**src/rtl/rcr_pkg.sv**
```systemverilog
package rcr_pkg;
  // Width of the multi-hot reset cause field
  localparam int unsigned CAUSE_W = 5;

  // Bit positions inside the cause field
  localparam int unsigned CAUSE_POR_BIT  = 0;
  localparam int unsigned CAUSE_LPE_BIT  = 1;
  localparam int unsigned CAUSE_WDOG_BIT = 2;
  localparam int unsigned CAUSE_ESC_BIT  = 3;
  localparam int unsigned CAUSE_NDM_BIT  = 4;

  // Value after reset: only the power-on reason is recorded
  localparam logic [CAUSE_W-1:0] CAUSE_RST_VAL = CAUSE_W'(1) << CAUSE_POR_BIT;

  // Word address map
  localparam int unsigned CAUSE_ADDR = 0;

  function automatic int unsigned lock_addr(input int unsigned ch);
    return 1 + 2 * ch;
  endfunction

  function automatic int unsigned ctrl_addr(input int unsigned ch);
    return 2 + 2 * ch;
  endfunction
endpackage

```
**src/rtl/rcr_decode.sv**
```systemverilog
module rcr_decode
  import rcr_pkg::*;
#(
  parameter int unsigned NUM_CH = 4,
  parameter int unsigned ADDR_W = 6
) (
  input  logic [ADDR_W-1:0] addr_i,
  output logic              cause_hit_o,
  output logic [NUM_CH-1:0] lock_hit_o,
  output logic [NUM_CH-1:0] ctrl_hit_o
);
  assign cause_hit_o = (addr_i == ADDR_W'(CAUSE_ADDR));

  for (genvar g = 0; g < NUM_CH; g++) begin : g_ch
    localparam logic [ADDR_W-1:0] LockA = ADDR_W'(lock_addr(g));
    localparam logic [ADDR_W-1:0] CtrlA = ADDR_W'(ctrl_addr(g));
    assign lock_hit_o[g] = (addr_i == LockA);
    assign ctrl_hit_o[g] = (addr_i == CtrlA);
  end
endmodule

```
**src/rtl/rcr_cause.sv**
```systemverilog
module rcr_cause
  import rcr_pkg::*;
(
  input  logic               clk_i,
  input  logic               rst_ni,
  input  logic [CAUSE_W-1:0] evt_i,
  input  logic               clr_en_i,
  input  logic [CAUSE_W-1:0] clr_mask_i,
  output logic [CAUSE_W-1:0] cause_o
);
  logic [CAUSE_W-1:0] cause_q, cause_d;
  logic               cause_en;

  // Clear first, then OR events in, so an event beats a same-cycle clear
  always_comb begin
    cause_d = cause_q;
    if (clr_en_i) begin
      cause_d = cause_d & ~clr_mask_i;
    end
    cause_d  = cause_d | evt_i;
    cause_en = clr_en_i | (|evt_i);
  end

  always_ff @(posedge clk_i or negedge rst_ni) begin
    if (!rst_ni) begin
      cause_q <= CAUSE_RST_VAL;
    end else if (cause_en) begin
      cause_q <= cause_d;
    end
  end

  assign cause_o = cause_q;
endmodule

```
**src/rtl/rcr_swchan.sv**
```systemverilog
module rcr_swchan (
  input  logic clk_i,
  input  logic rst_ni,
  input  logic lock_we_i,
  input  logic ctrl_we_i,
  input  logic wbit_i,
  output logic lock_o,
  output logic ctrl_o
);
  logic lock_q, lock_d, lock_en;
  logic ctrl_q, ctrl_d, ctrl_en;

  always_comb begin
    // Lock can only fall: a written 1 closes it
    lock_en = lock_we_i;
    lock_d  = lock_q & ~wbit_i;
    // Control accepts writes only while the lock is still open
    ctrl_en = ctrl_we_i & lock_q;
    ctrl_d  = wbit_i;
  end

  always_ff @(posedge clk_i or negedge rst_ni) begin
    if (!rst_ni) begin
      lock_q <= 1'b1;
    end else if (lock_en) begin
      lock_q <= lock_d;
    end
  end

  always_ff @(posedge clk_i or negedge rst_ni) begin
    if (!rst_ni) begin
      ctrl_q <= 1'b1;
    end else if (ctrl_en) begin
      ctrl_q <= ctrl_d;
    end
  end

  assign lock_o = lock_q;
  assign ctrl_o = ctrl_q;
endmodule

```
**src/rtl/rcr_rdmux.sv**
```systemverilog
module rcr_rdmux
  import rcr_pkg::*;
#(
  parameter int unsigned NUM_CH = 4,
  parameter int unsigned DATA_W = 32
) (
  input  logic               cause_hit_i,
  input  logic [NUM_CH-1:0]  lock_hit_i,
  input  logic [NUM_CH-1:0]  ctrl_hit_i,
  input  logic [CAUSE_W-1:0] cause_i,
  input  logic [NUM_CH-1:0]  lock_i,
  input  logic [NUM_CH-1:0]  ctrl_i,
  output logic [DATA_W-1:0]  rdata_o
);
  logic bit0_sel;

  // Hits are mutually exclusive, so an OR tree is enough
  always_comb begin
    bit0_sel = 1'b0;
    for (int i = 0; i < NUM_CH; i++) begin
      bit0_sel = bit0_sel | (lock_hit_i[i] & lock_i[i]) | (ctrl_hit_i[i] & ctrl_i[i]);
    end
    rdata_o = '0;
    if (cause_hit_i) begin
      rdata_o[CAUSE_W-1:0] = cause_i;
    end
    rdata_o[0] = rdata_o[0] | bit0_sel;
  end
endmodule

```
**src/rtl/rstcause_regbank.sv**
```systemverilog
module rstcause_regbank
  import rcr_pkg::*;
#(
  parameter int unsigned NUM_CH = 4,
  parameter int unsigned ADDR_W = 6,
  parameter int unsigned DATA_W = 32
) (
  input  logic               clk_i,
  input  logic               rst_ni,
  input  logic [ADDR_W-1:0]  reg_addr_i,
  input  logic [DATA_W-1:0]  reg_wdata_i,
  input  logic               reg_we_i,
  output logic [DATA_W-1:0]  reg_rdata_o,
  input  logic [CAUSE_W-1:0] cause_evt_i,
  output logic [NUM_CH-1:0]  sw_rst_no
);
  localparam int unsigned LastAddr = 2 * NUM_CH;

  logic               cause_hit;
  logic [NUM_CH-1:0]  lock_hit, ctrl_hit;
  logic [CAUSE_W-1:0] cause_q;
  logic [NUM_CH-1:0]  lock_q, ctrl_q;
  logic               unused_wdata;

  assign unused_wdata = ^reg_wdata_i[DATA_W-1:CAUSE_W];

  rcr_decode #(.NUM_CH(NUM_CH), .ADDR_W(ADDR_W)) u_decode (
    .addr_i      (reg_addr_i),
    .cause_hit_o (cause_hit),
    .lock_hit_o  (lock_hit),
    .ctrl_hit_o  (ctrl_hit)
  );

  rcr_cause u_cause (
    .clk_i      (clk_i),
    .rst_ni     (rst_ni),
    .evt_i      (cause_evt_i),
    .clr_en_i   (reg_we_i & cause_hit),
    .clr_mask_i (reg_wdata_i[CAUSE_W-1:0]),
    .cause_o    (cause_q)
  );

  for (genvar g = 0; g < NUM_CH; g++) begin : g_chan
    rcr_swchan u_chan (
      .clk_i     (clk_i),
      .rst_ni    (rst_ni),
      .lock_we_i (reg_we_i & lock_hit[g]),
      .ctrl_we_i (reg_we_i & ctrl_hit[g]),
      .wbit_i    (reg_wdata_i[0]),
      .lock_o    (lock_q[g]),
      .ctrl_o    (ctrl_q[g])
    );
  end

  rcr_rdmux #(.NUM_CH(NUM_CH), .DATA_W(DATA_W)) u_rdmux (
    .cause_hit_i (cause_hit),
    .lock_hit_i  (lock_hit),
    .ctrl_hit_i  (ctrl_hit),
    .cause_i     (cause_q),
    .lock_i      (lock_q),
    .ctrl_i      (ctrl_q),
    .rdata_o     (reg_rdata_o)
  );

  // Outputs come straight from flops: no decode glitches reach a reset pin
  assign sw_rst_no = ctrl_q;

  if (LastAddr >= (1 << ADDR_W)) begin : g_bad_cfg
    initial $error("ADDR_W too narrow for NUM_CH channels");
  end
endmodule

```
**config.mk**
```make
export PLATFORM = sky130hd
export DESIGN_NAME = rstcause_regbank
export DESIGN_NICKNAME = d
export VERILOG_FILES = /design/src/rtl/rcr_pkg.sv /design/src/rtl/rcr_decode.sv /design/src/rtl/rcr_cause.sv /design/src/rtl/rcr_swchan.sv /design/src/rtl/rcr_rdmux.sv /design/src/rtl/rstcause_regbank.sv
export SDC_FILE = /design/constraint.sdc
export NUM_CORES = 1
export LEC_CHECK = 0
export ABC_AREA = 1
export BUFFER_PORTS_ARGS = -buffer_cell sky130_fd_sc_hd__buf_2
export CORE_ASPECT_RATIO = 1.2
export CORE_MARGIN = 5
export CORE_UTILIZATION = 35
export DETAILED_ROUTE_END_ITERATION = 12
export PLACE_DENSITY = 0.79
export RECOVER_POWER = 50
export SYNTH_ARGS = -nofsm -noshare
export SYNTH_HDL_FRONTEND = slang
export SYNTH_SLANG_ARGS = --single-unit
```
**constraint.sdc**
```tcl
create_clock -name clk_i -period 2.25 [get_ports clk_i]
set_clock_uncertainty 0.15 [all_clocks]
set_input_delay 0.225 -clock clk_i [delete_from_list [all_inputs] [get_ports clk_i]]
set_output_delay 0.225 -clock clk_i [all_outputs]
set_load 0.02 [all_outputs]
```
Yosys cells after proc, flatten, opt, wreduce, memory -nomap -nowiden
Cells that the tools add are included.

cells by class
  equality and inequality tests = 8
  bitwise gates (word level) = 38
  reductions and logical operators = 2
  multiplexer cells = 2

operator list
  cell                                                  count
  AND 1 bit                                             25
  equality test 6 x 3 -> 1 bit (second input constant)  4
  equality test 6 x 2 -> 1 bit (second input constant)  2
  two-way mux 5 bit                                     2
  OR 1 bit                                              9
  equality test 6 x 1 -> 1 bit (second input constant)  1
  equality test 6 x 4 -> 1 bit (second input constant)  1
  zero test 6 bit                                       1
  AND 5 bit                                             1
  inverter 5 bit                                        1
  OR 5 bit                                              1
  OR reduction 5 bit                                    1
  inverter 1 bit                                        1

word-level totals
  input port bits = 46
  flip-flop bits (word level) = 13
  logic and storage cells = 59
  output and inout port bits = 36

Longest topological paths before layout
Gate-level depths: netlist (run 1).

  depth after elaboration = 10
  mapped depth = 8
  gate-level depth less buffers = 8

By module
A second synthesis (run 1) with hierarchy kept.

unflattened totals
  cells, all modules = 152
  area, all modules = 1011.0 um^2

by module, submodules not included
  module            area an instance (um^2)  instances  seq. area each (um^2)  cells each
  rcr_swchan        80.1                     4          52.6                   7
  rcr_rdmux         305.3                    1          0.0                    54
  rcr_cause         201.4                    1          126.4                  25
  rcr_decode        105.1                    1          0.0                    26
  rstcause_regbank  78.8                     1          0.0                    19

Worst setup path before layout (run 1)
OpenSTA, ideal clock, no wires.

  path type = input port to output port
  start = in reg_addr_i[5]
  end = out reg_rdata_o[1]
  data required time = 1875 ps
  cell stages on the path = 5
  path slack = 914 ps
  arrival = 961 ps
  path buffers = 0
  path through = nor2_4 -> nand2_2 -> nor2_4 -> inv_1 -> nor2_1

on the way
  word-level cells in the longest chain between the ends = 2

RTL lines
  element             RTL line                text
  start: declaration  rstcause_regbank.sv:10  input logic [ADDR_W-1:0] reg_addr_i,
  zero test 6 bit     rcr_decode.sv:12        assign cause_hit_o = (addr_i == ADDR_W'(CAUSE_ADDR));
  two-way mux 5 bit   rcr_rdmux.sv:24         if (cause_hit_i) begin
  end: declaration    rstcause_regbank.sv:13  output logic [DATA_W-1:0] reg_rdata_o,

No other way between the ends.

Worst setup path in the final report (run 1)
  start = in reg_addr_i[5]
  end = out reg_rdata_o[3]

The elaborated chain is that of the path after synthesis.

==> metrics.csv, run 1 <==
metric,value,unit
Fill cells,315,
Inserted Clock Buffers,3,
Leak,0.621,nW
async set or reset register ratio after synthesis,100,%
H-Tree Depth,1,
Setup Viol. Count Final,0,
fraction of layout cells with a size suffix above 1,25.4,%
row count,21,
register area,337,um2
Yosys Warn Count,0,
"Top FF cell, synth",dfstp_2,
Min-Delay Path Class,input pin to flop,
Required @ worst endpoint,1.88,ns
critical path class,input pin to output pin,
Peak Freq,564,MHz
first-pass GRT wire length,2.86,mm
most area-hungry cell type in the Yosys netlist,buf_4,
overall routing resource usage,9.16,%
Remaining DRCs,0,
r2r startpoint,g_chan[3].u_chan.lock_o,
cell with the most instances after synthesis,buf_4,
hold_buf cts,6,
Max clock buf depth,2,
Starting DRT DRC Count,8,
Max VDD drop,0.276,mV
CP Max Fanout,6,
TritonCTS clock tree,built,
Post-CTS Resized,0,
Seq cells post-synth,13,
Crit. Startpoint,reg_addr_i[5],
crit path DAT,1.40,ns
Starting Density,36.2,%
routed wire length,1.86,mm
largest net degree at the start of global routing,14,
number of enable flip-flop cells after synthesis,0,
Placed Instances,193,
global placer's final weighted congestion,0.803,
"Reg clk slew, reported paths",0.07,ns
Post-synth top cells,"buf_4 (32), nand2_1 (26), inv_1 (19), nor2_1 (15), nand3_1 (10)",
# Post-CTS Setup Buffers,0,
syn_area_per_cell,7.30,um2
Setup TNS,0,ns
PortBufs,27,
Synth Cell Area,1010,um2
GRT Residual Overflow,0,
Layout Area Growth over Synthesis,10.9,%
flop-to-flop setup slack,1.18,ns
Clock Latency Late Sink,0.27,ns
Final Cycle Share,78.8,%
endpoint class of the critical path,output pin,
RSZ-0062 raised after global routing,no,
ANT nets after route,0,
clk root buf,clkbuf_4,
die height,68.8,um
Area contributors post-synth,"buf_4 (24%), dfstp_2 (23%), dfrtp_1 (9.9%)",
max_cap viols,0,
crit start category,input pin,
outcome,completed,
Final Hold Vio Count,0,
fin. max-slew vios,0,
multi-input logic area,443,um2
Post-Layout Cell Count,203,
"Seq/Total Area, Yosys",33.4,%
Worst Max-Slew Pin Slew,0.699,ns
Pwr per Cell Area,422,nW/um2
post-synth cell types,17,
Core ar.,2790,um2
Syn Inst Count,138,
min-delay src,reg_wdata_i[0],
die extent in x,59.0,um
Vias,805,
Pre-antenna DRT Iters,4,
number of global-route vias before repair,700,
via-per-instance ratio,3.97,
Max transition margin,53.4,%
wire per inst,9.15,um
Die ar.,4060,um2
TritonCTS Sinks,13,
nets,216,
ANT cells,0,
initial antenna violation count,0,
HPWL after DPL,1.55,mm
area share of the largest cell type after synthesis,23.9,%
Ports,82,
crit path time final,1.77,ns
## logic make-up (layout without fill, tap and decap cells)
group           count (synthesis)  after routing  synth area share [%]
other cells                     1             27                 0.372
simple gates                   62             62                  27.9
flops                          13             13                  33.4
compound gates                 10             10                  6.96
buf+inv                        52             57                  31.3
## state kept, by name, summed over array words and instances (netlist names)
name and count:
u_cause.cause_o 5, g_chan.u_chan.lock_o 4, g_chan.u_chan.ctrl_o 4
## cell type report
| cell class | count | area share [%] |
|---|---|---|
| Multi-Input combinational cell | 99 | 39.6 |
| Sequential cell | 13 | 30.1 |
| Timing Repair Buffer | 33 | 17.4 |
| Inverter | 20 | 6.72 |
| Tap cell | 34 | 3.81 |
| Clock buffer | 4 | 2.35 |
## power breakdown
part | internal (mW) | leakage [nW] | switching, mW | total [mW]
Clock | 0.0686 | 0.0150 | 0.0725 | 0.141
Sequential | 0.235 | 0.129 | 0.000183 | 0.235
Combinational | 0.0239 | 0.477 | 0.0717 | 0.0957
Total | 0.327 | 0.621 | 0.144 | 0.472
## routing by layer
layer,global-route usage [%],wire [um],vias to the layer above
met5,0,0,-
met4,5.10,14,0
met3,1.49,199,2
met2,16.2,894,34
met1,10.4,749,340
li1,-,-,429
## worst max-delay path, cell delays in order
cell and delay, ns:
buf_2 0.09, nor2_1 0.30, nand2_1 0.21, nor2_4 0.19
inv_1 0.11, nor2_1 0.10, buf_2 0.17
## stage by stage
| stage | hold WS, ns | instance area [um2] | power [mW] | worst slack, ns | util (%) |
|---|---|---|---|---|---|
| global placement | -0.0255 | 1040 | 0.328 | 0.707 | 37.4 |
| CTS | 0.0564 | 1130 | 0.483 | 0.580 | 40.5 |
| finish | 0.0652 | 1120 | 0.472 | 0.477 | 40.1 |
| floorplan | -0.221 | 1100 | 0.336 | 0.914 | - |
| detailed placement | -0.0238 | 1040 | 0.328 | 0.694 | 37.4 |
| global route | 0.0880 | 1120 | 0.500 | 0.313 | 40.1 |
## cells in the final DEF, fill, tap and decap left out, drive strengths merged
cell type / instances
a21boi: 3
a21o: 5
buf: 26
clkbuf: 5
conb: 27
dfrtp: 4
dfstp: 9
dlygate4sd3: 6
inv: 20
nand2: 27
nand3: 10
nand4: 4
nor2: 20
nor3: 1
o21ai: 2
## worst paths after layout
path	to	cells after the start
max	reg_rdata_o[3]	7
min	g_chan[1].u_chan.ctrl_o	3
max reg2reg	g_chan[3].u_chan.ctrl_o	5
min reg2reg	g_chan[3].u_chan.lock_o	2
max in group asynchronous	u_cause.cause_o[1]	2
min in group asynchronous	u_cause.cause_o[4]	2
(Power assumes the default switching activity.)
==> run 2: changes to the inputs <==
--- a/config.mk
+++ b/config.mk
@@ -11,7 +11,7 @@
 export CORE_MARGIN = 5
 export CORE_UTILIZATION = 35
 export DETAILED_ROUTE_END_ITERATION = 12
-export PLACE_DENSITY = 0.79
+export PLACE_DENSITY = 0.82
 export RECOVER_POWER = 50
 export SYNTH_ARGS = -nofsm -noshare
 export SYNTH_HDL_FRONTEND = slang
==> constraint.sdc (replaced) <==
create_clock -name clk_i -period 1.4 [get_ports clk_i]
set_clock_uncertainty 0.15 [all_clocks]
set_input_delay 0.14 -clock clk_i [delete_from_list [all_inputs] [get_ports clk_i]]
set_output_delay 0.14 -clock clk_i [all_outputs]
set_load 0.02 [all_outputs]
==> metrics.csv, run 2 (synthesized netlist as in run 1, its figures left out) <==
metric,value,unit,change
outcome,finished with violations,,was completed
failing checks,negative setup slack,,
Tot Pwr,0.769,mW,was 0.472 mW
Pwr per Cell Area,669,nW/um2,was 422 nW/um2
first-pass GRT wire length,3.16,mm,was 2.86 mm
Final Cycle Share,109,%,
RSZ-0062 raised after global routing,yes,,was no
Clock Latency Late Sink,0.27,ns,about the same
Pre-antenna DRT Iters,4,,unchanged
Max transition margin,53.6,%,was 53.4%
critical path class,flop to output pin,,was input pin to output pin
final instance area,1150,um2,was 1120 um2
fin. max-slew vios,0,,unchanged
row count,21,,unchanged
Starting DRT DRC Count,22,,was 8
Worst path depth,5,,was 7
Placed Instance Area,1060,um2,was 1040 um2
Ports,82,,unchanged
multi-input logic area,445,um2,was 443 um2
TritonCTS Sinks,13,,unchanged
PortBufs,27,,unchanged
Worst Hold Margin,0.00428,ns,was 0.0652 ns
max reg flops,5,,unchanged
Fill cells,311,,was 315
GRT Residual Overflow,0,,unchanged
Core ar.,2790,um2,unchanged
Placed Instances,195,,was 193
Remaining DRCs,0,,unchanged
Vias,845,,was 805
critical-path cell list,nand4_1 -> nand3_1 -> nor2_1 -> nand2_1 -> buf_6,,was buf_2 -> nor2_1 -> nand2_1 -> nor2_4 -> inv_1 -> nor2_1 -> buf_2
register area,337,um2,unchanged
Die ar.,4060,um2,unchanged
die height,68.8,um,unchanged
Min-Delay Path Class,input pin to flop,,unchanged
ANT nets after route,0,,unchanged
wire per inst,9.68,um,was 9.15 um
"commonest non-fill, non-tap cell in the layout",conb_1,,
CP Max Fanout,2,,was 6
crit start category,flop,,was input pin
crit path DAT,1.23,ns,was 1.40 ns
Max clock buf depth,2,,unchanged
Setup Viol. Count Final,1,,was 0
crit path time final,1.52,ns,
Leak,0.636,nW,was 0.621 nW
Inserted Clock Buffers,3,,unchanged
overall routing resource usage,10.2,%,was 9.16%
H-Tree Depth,1,,unchanged
largest net degree at the start of global routing,14,,unchanged
Final Hold Vio Count,0,,unchanged
Required @ worst endpoint,1.11,ns,was 1.88 ns
HPWL after DPL,1.61,mm,was 1.55 mm
Layout Area Growth over Synthesis,14.2,%,was 10.9%
initial antenna violation count,0,,unchanged
via-per-instance ratio,4.10,,was 3.97
number of global-route vias before repair,753,,was 700
family with the most delay on the worst path,flip-flops,,was simple AND/OR/NAND/NOR gates
CP max-delay cell,dfstp_2,,was nor2_1
Peak Freq,656,MHz,
endpoint class of the critical path,output pin,,unchanged
hold path depth,3,,unchanged
R2R depth,6,,was 5
Post-Layout Cell Count,206,,was 203
Starting Density,36.2,%,unchanged
"Reg clk slew, reported paths",0.08,ns,was 0.07 ns
die extent in x,59.0,um,unchanged
clk root buf,clkbuf_4,,unchanged
global placer's final weighted congestion,0.828,,was 0.803
Worst Max-Slew Pin Slew,0.696,ns,was 0.699 ns
routed wire length,1.99,mm,was 1.86 mm
PnR worst setup slack,-0.124,ns,was 0.477 ns
TritonCTS clock tree,built,,unchanged
CP Buf/Inv Count,1,,was 3
nets,219,,was 216
max_cap viols,0,,unchanged
most frequent cells in the layout,"conb_1 (27), nand2_1 (26), buf_2 (24)",,"was nand2_1 (27), conb_1 (27), buf_2 (26)"
fraction of layout cells with a size suffix above 1,26.2,%,was 25.4%
ANT cells,0,,unchanged
Max VDD drop,0.356,mV,was 0.276 mV
critical path's largest stage delay,0.55,ns,was 0.30 ns
DP Worst Slack,0.0431,ns,was 0.694 ns
-- run 2: changes by cell type in the layout (fill, tap and decap cells not counted), sizes merged --
cell         previous run  this run
buf                    26        27
dlygate4sd3             6         7
clkbuf                  5         6
-- run 2: per-layer routing --
metal,part of all wire (%),track usage (%),vias up
met4,0.70,4.25,0
met2,50,18.8,35
met5,0,0,-
met1,39,11.2,377
met3,11,2.05,2
li1,-,-,431
-- run 2: path summary, 6_finish.rpt --
| path | to | from | slack [ns] |
|---|---|---|---|
| max | reg_rdata_o[0] | u_cause.cause_o[0] | -0.12 |
| min | u_cause.cause_o[2] | reg_wdata_i[2] | 0.004 |
| max reg2reg | g_chan[3].u_chan.ctrl_o | g_chan[3].u_chan.lock_o | 0.34 |
| min reg2reg | g_chan[3].u_chan.lock_o | g_chan[3].u_chan.lock_o | 0.31 |
| max in group asynchronous | u_cause.cause_o[2] | rst_ni | 0.39 |
| min in group asynchronous | u_cause.cause_o[4] | rst_ni | 0.28 |
-- run 2: where the power goes --
part	internal, mW	total, mW	switching, mW
sequential	0.377	0.378	0.000329
combinational	0.0428	0.161	0.118
clock	0.110	0.230	0.120
-- run 2: timing repair --
item / 4_1_cts / 5_1_grt
endpoints found under the setup margin: 1 / 1
hold buffers: 7 / 0
pin swaps: 1 / 1
setup buffers: 0 / 0
gates resized for setup: 2 / 0
hold endpoints to repair: 19 / 0
-- run 2: area by class of cell --
| type | count | share of cell area [%] |
|---|---|---|
| multi-input combinational | 99 | 38.7 |
| inverter | 20 | 6.53 |
| sequential | 13 | 29.3 |
| tap | 34 | 3.70 |
| clock buffer | 4 | 2.29 |
| timing repair buffer | 36 | 19.5 |
-- run 2: worst reg2reg max path: stages (launching register included) --
cell and delay (ns):
dfstp_2 0.54, nand2_1 0.05, inv_1 0.07, nand2_1 0.05
nand2_1 0.06, nand2_1 0.04, inv_1 0.04
-- run 2: per-stage QoR --
stage	utilization, %	TNS (ns)
global placement	38.0	0
finish	41.3	-0.124
global route	41.3	-0.289
CTS	41.6	-0.132
floorplan	-	0
detailed placement	38.0	0
==> run 3: changes to the inputs <==
--- a/config.mk
+++ b/config.mk
@@ -12,7 +12,7 @@
 export CORE_UTILIZATION = 35
 export DETAILED_ROUTE_END_ITERATION = 12
 export PLACE_DENSITY = 0.82
-export RECOVER_POWER = 50
+export RECOVER_POWER = 25
 export SYNTH_ARGS = -nofsm -noshare
 export SYNTH_HDL_FRONTEND = slang
 export SYNTH_SLANG_ARGS = --single-unit
==> metrics.csv, run 3 (synthesized netlist as in run 1, its figures left out) <==
metric,value,unit,change
outcome,finished with violations,,unchanged
failing checks,negative setup slack,,unchanged
nets,219,,unchanged
Fill cells,308,,was 311
CP Buf/Inv Count,1,,unchanged
Leak,0.638,nW,was 0.636 nW
Final Cycle Share,109,%,about the same
Die ar.,4060,um2,unchanged
routed wire length,1.99,mm,about the same
crit path DAT,1.23,ns,about the same
first-pass GRT wire length,3.16,mm,unchanged
# Post-CTS Setup Buffers,0,,unchanged
Remaining DRCs,0,,unchanged
RSZ-0062 raised after global routing,yes,,unchanged
via-per-instance ratio,4.09,,was 4.10
Setup Viol. Count Final,1,,unchanged
Inserted Clock Buffers,3,,unchanged
CP Max Fanout,2,,unchanged
Required @ worst endpoint,1.11,ns,about the same
Max clock buf depth,2,,unchanged
overall routing resource usage,10.2,%,unchanged
Core ar.,2790,um2,unchanged
Starting Density,36.2,%,unchanged
wire per inst,9.64,um,was 9.68 um
fraction of layout cells with a size suffix above 1,27.3,%,was 26.2%
largest net degree at the start of global routing,14,,unchanged
initial antenna violation count,0,,unchanged
max_cap viols,0,,unchanged
PortBufs,27,,unchanged
Pwr per Cell Area,665,nW/um2,was 669 nW/um2
TritonCTS clock tree,built,,unchanged
Peak Freq,657,MHz,was 656 MHz
Placed Instances,195,,unchanged
Pre-antenna DRT Iters,4,,unchanged
Clock Latency Late Sink,0.27,ns,about the same
Max transition margin,53.7,%,was 53.6%
Setup TNS,-0.123,ns,was -0.124 ns
Post-Layout Cell Count,206,,unchanged
Layout Utilization,41.6,%,was 41.3%
endpoint class of the critical path,output pin,,unchanged
Final Hold Vio Count,0,,unchanged
Max VDD drop,0.356,mV,about the same
ANT cells,0,,unchanged
Starting DRT DRC Count,20,,was 22
clk root buf,clkbuf_4,,unchanged
"commonest non-fill, non-tap cell in the layout",conb_1,,unchanged
PnR worst setup slack,-0.123,ns,was -0.124 ns
row count,21,,unchanged
CP max-delay cell,dfstp_2,,unchanged
number of global-route vias before repair,753,,unchanged
Layout Area Growth over Synthesis,15.0,%,was 14.2%
global placer's final weighted congestion,0.828,,unchanged
"Reg clk slew, reported paths",0.08,ns,about the same
ANT nets after route,0,,unchanged
fin. max-slew vios,0,,unchanged
crit path time final,1.52,ns,about the same
HPWL after DPL,1.61,mm,unchanged
GRT Residual Overflow,0,,unchanged
H-Tree Depth,1,,unchanged
Min-Delay Path Class,input pin to flop,,unchanged
most frequent cells in the layout,"conb_1 (27), nand2_1 (26), buf_2 (25)",,"was conb_1 (27), nand2_1 (26), buf_2 (24)"
TritonCTS Sinks,13,,unchanged
Worst Max-Slew Pin Slew,0.694,ns,was 0.696 ns
Ports,82,,unchanged
Vias,843,,was 845
die height,68.8,um,unchanged
crit start category,flop,,unchanged
critical path's largest stage delay,0.55,ns,about the same
die extent in x,59.0,um,unchanged
family with the most delay on the worst path,flip-flops,,unchanged
critical-path cell list,nand4_1 -> nand3_1 -> nor2_1 -> nand2_1 -> buf_6,,unchanged
max reg flops,5,,unchanged
critical path class,flop to output pin,,unchanged
run 3: final cells by class:
class	count	area, um2	share of cell area (%)
clock buffer	4	26.3	2.27
sequential	13	337	29.0
timing repair buffer	36	225	19.4
multi-input combinational	99	453	39.1
tap	34	42.5	3.67
inverter	20	75.1	6.48
run 3: routing by layer:
| layer | share of wire, % | routed length, um | GRT usage, % | up-vias |
|---|---|---|---|---|
| li1 | - | - | - | 431 |
| met1 | 39 | 775 | 11.2 | 377 |
| met2 | 50 | 985 | 18.8 | 33 |
| met3 | 11 | 211 | 2.05 | 2 |
| met4 | 0.70 | 14 | 4.25 | 0 |
| met5 | 0 | 0 | 0 | - |
run 3: worst paths after layout:
path / from / endpoint / slack [ns] / cells after the start
max: u_cause.cause_o[0] / reg_rdata_o[0] / -0.12 / 5
min: reg_wdata_i[2] / u_cause.cause_o[2] / 0.004 / 3
max reg2reg: g_chan[3].u_chan.lock_o / g_chan[3].u_chan.ctrl_o / 0.34 / 6
min reg2reg: g_chan[3].u_chan.lock_o / g_chan[3].u_chan.lock_o / 0.31 / 2
max in group asynchronous: rst_ni / u_cause.cause_o[2] / 0.39 / 2
min in group asynchronous: rst_ni / u_cause.cause_o[4] / 0.28 / 2
run 3: metrics by stage:
step	total power, mW	cell area, um2	setup slack [ns]	hold slack, ns
after floorplan	0.540	1100	0.234	-0.306
after global placement	0.527	1060	0.0303	-0.113
after detailed placement	0.529	1060	0.0431	-0.107
after CTS	0.777	1160	-0.132	0.00416
after global routing	0.811	1160	-0.194	0.0290
final	0.771	1160	-0.123	0.00428
run 3: worst reg2reg max path, cell delays in order, from the launching register on:
cell	delay, ns
dfstp_2	0.54
nand2_1	0.05
inv_1	0.07
nand2_1	0.05
nand2_1	0.06
nand2_1	0.04
inv_1	0.04
run 3: repair_timing:
action	4_1_cts	5_1_grt
gates resized for setup	2	0
setup endpoints to repair	1	1
hold endpoints to repair	19	0
pin swaps	1	1
hold buffers	7	0
run 3: power breakdown:
| part | internal (mW) | switching (mW) |
|---|---|---|
| Clock | 0.110 | 0.120 |
| Combinational | 0.0434 | 0.119 |
| Sequential | 0.377 | 0.000328 |
| Total | 0.531 | 0.240 |
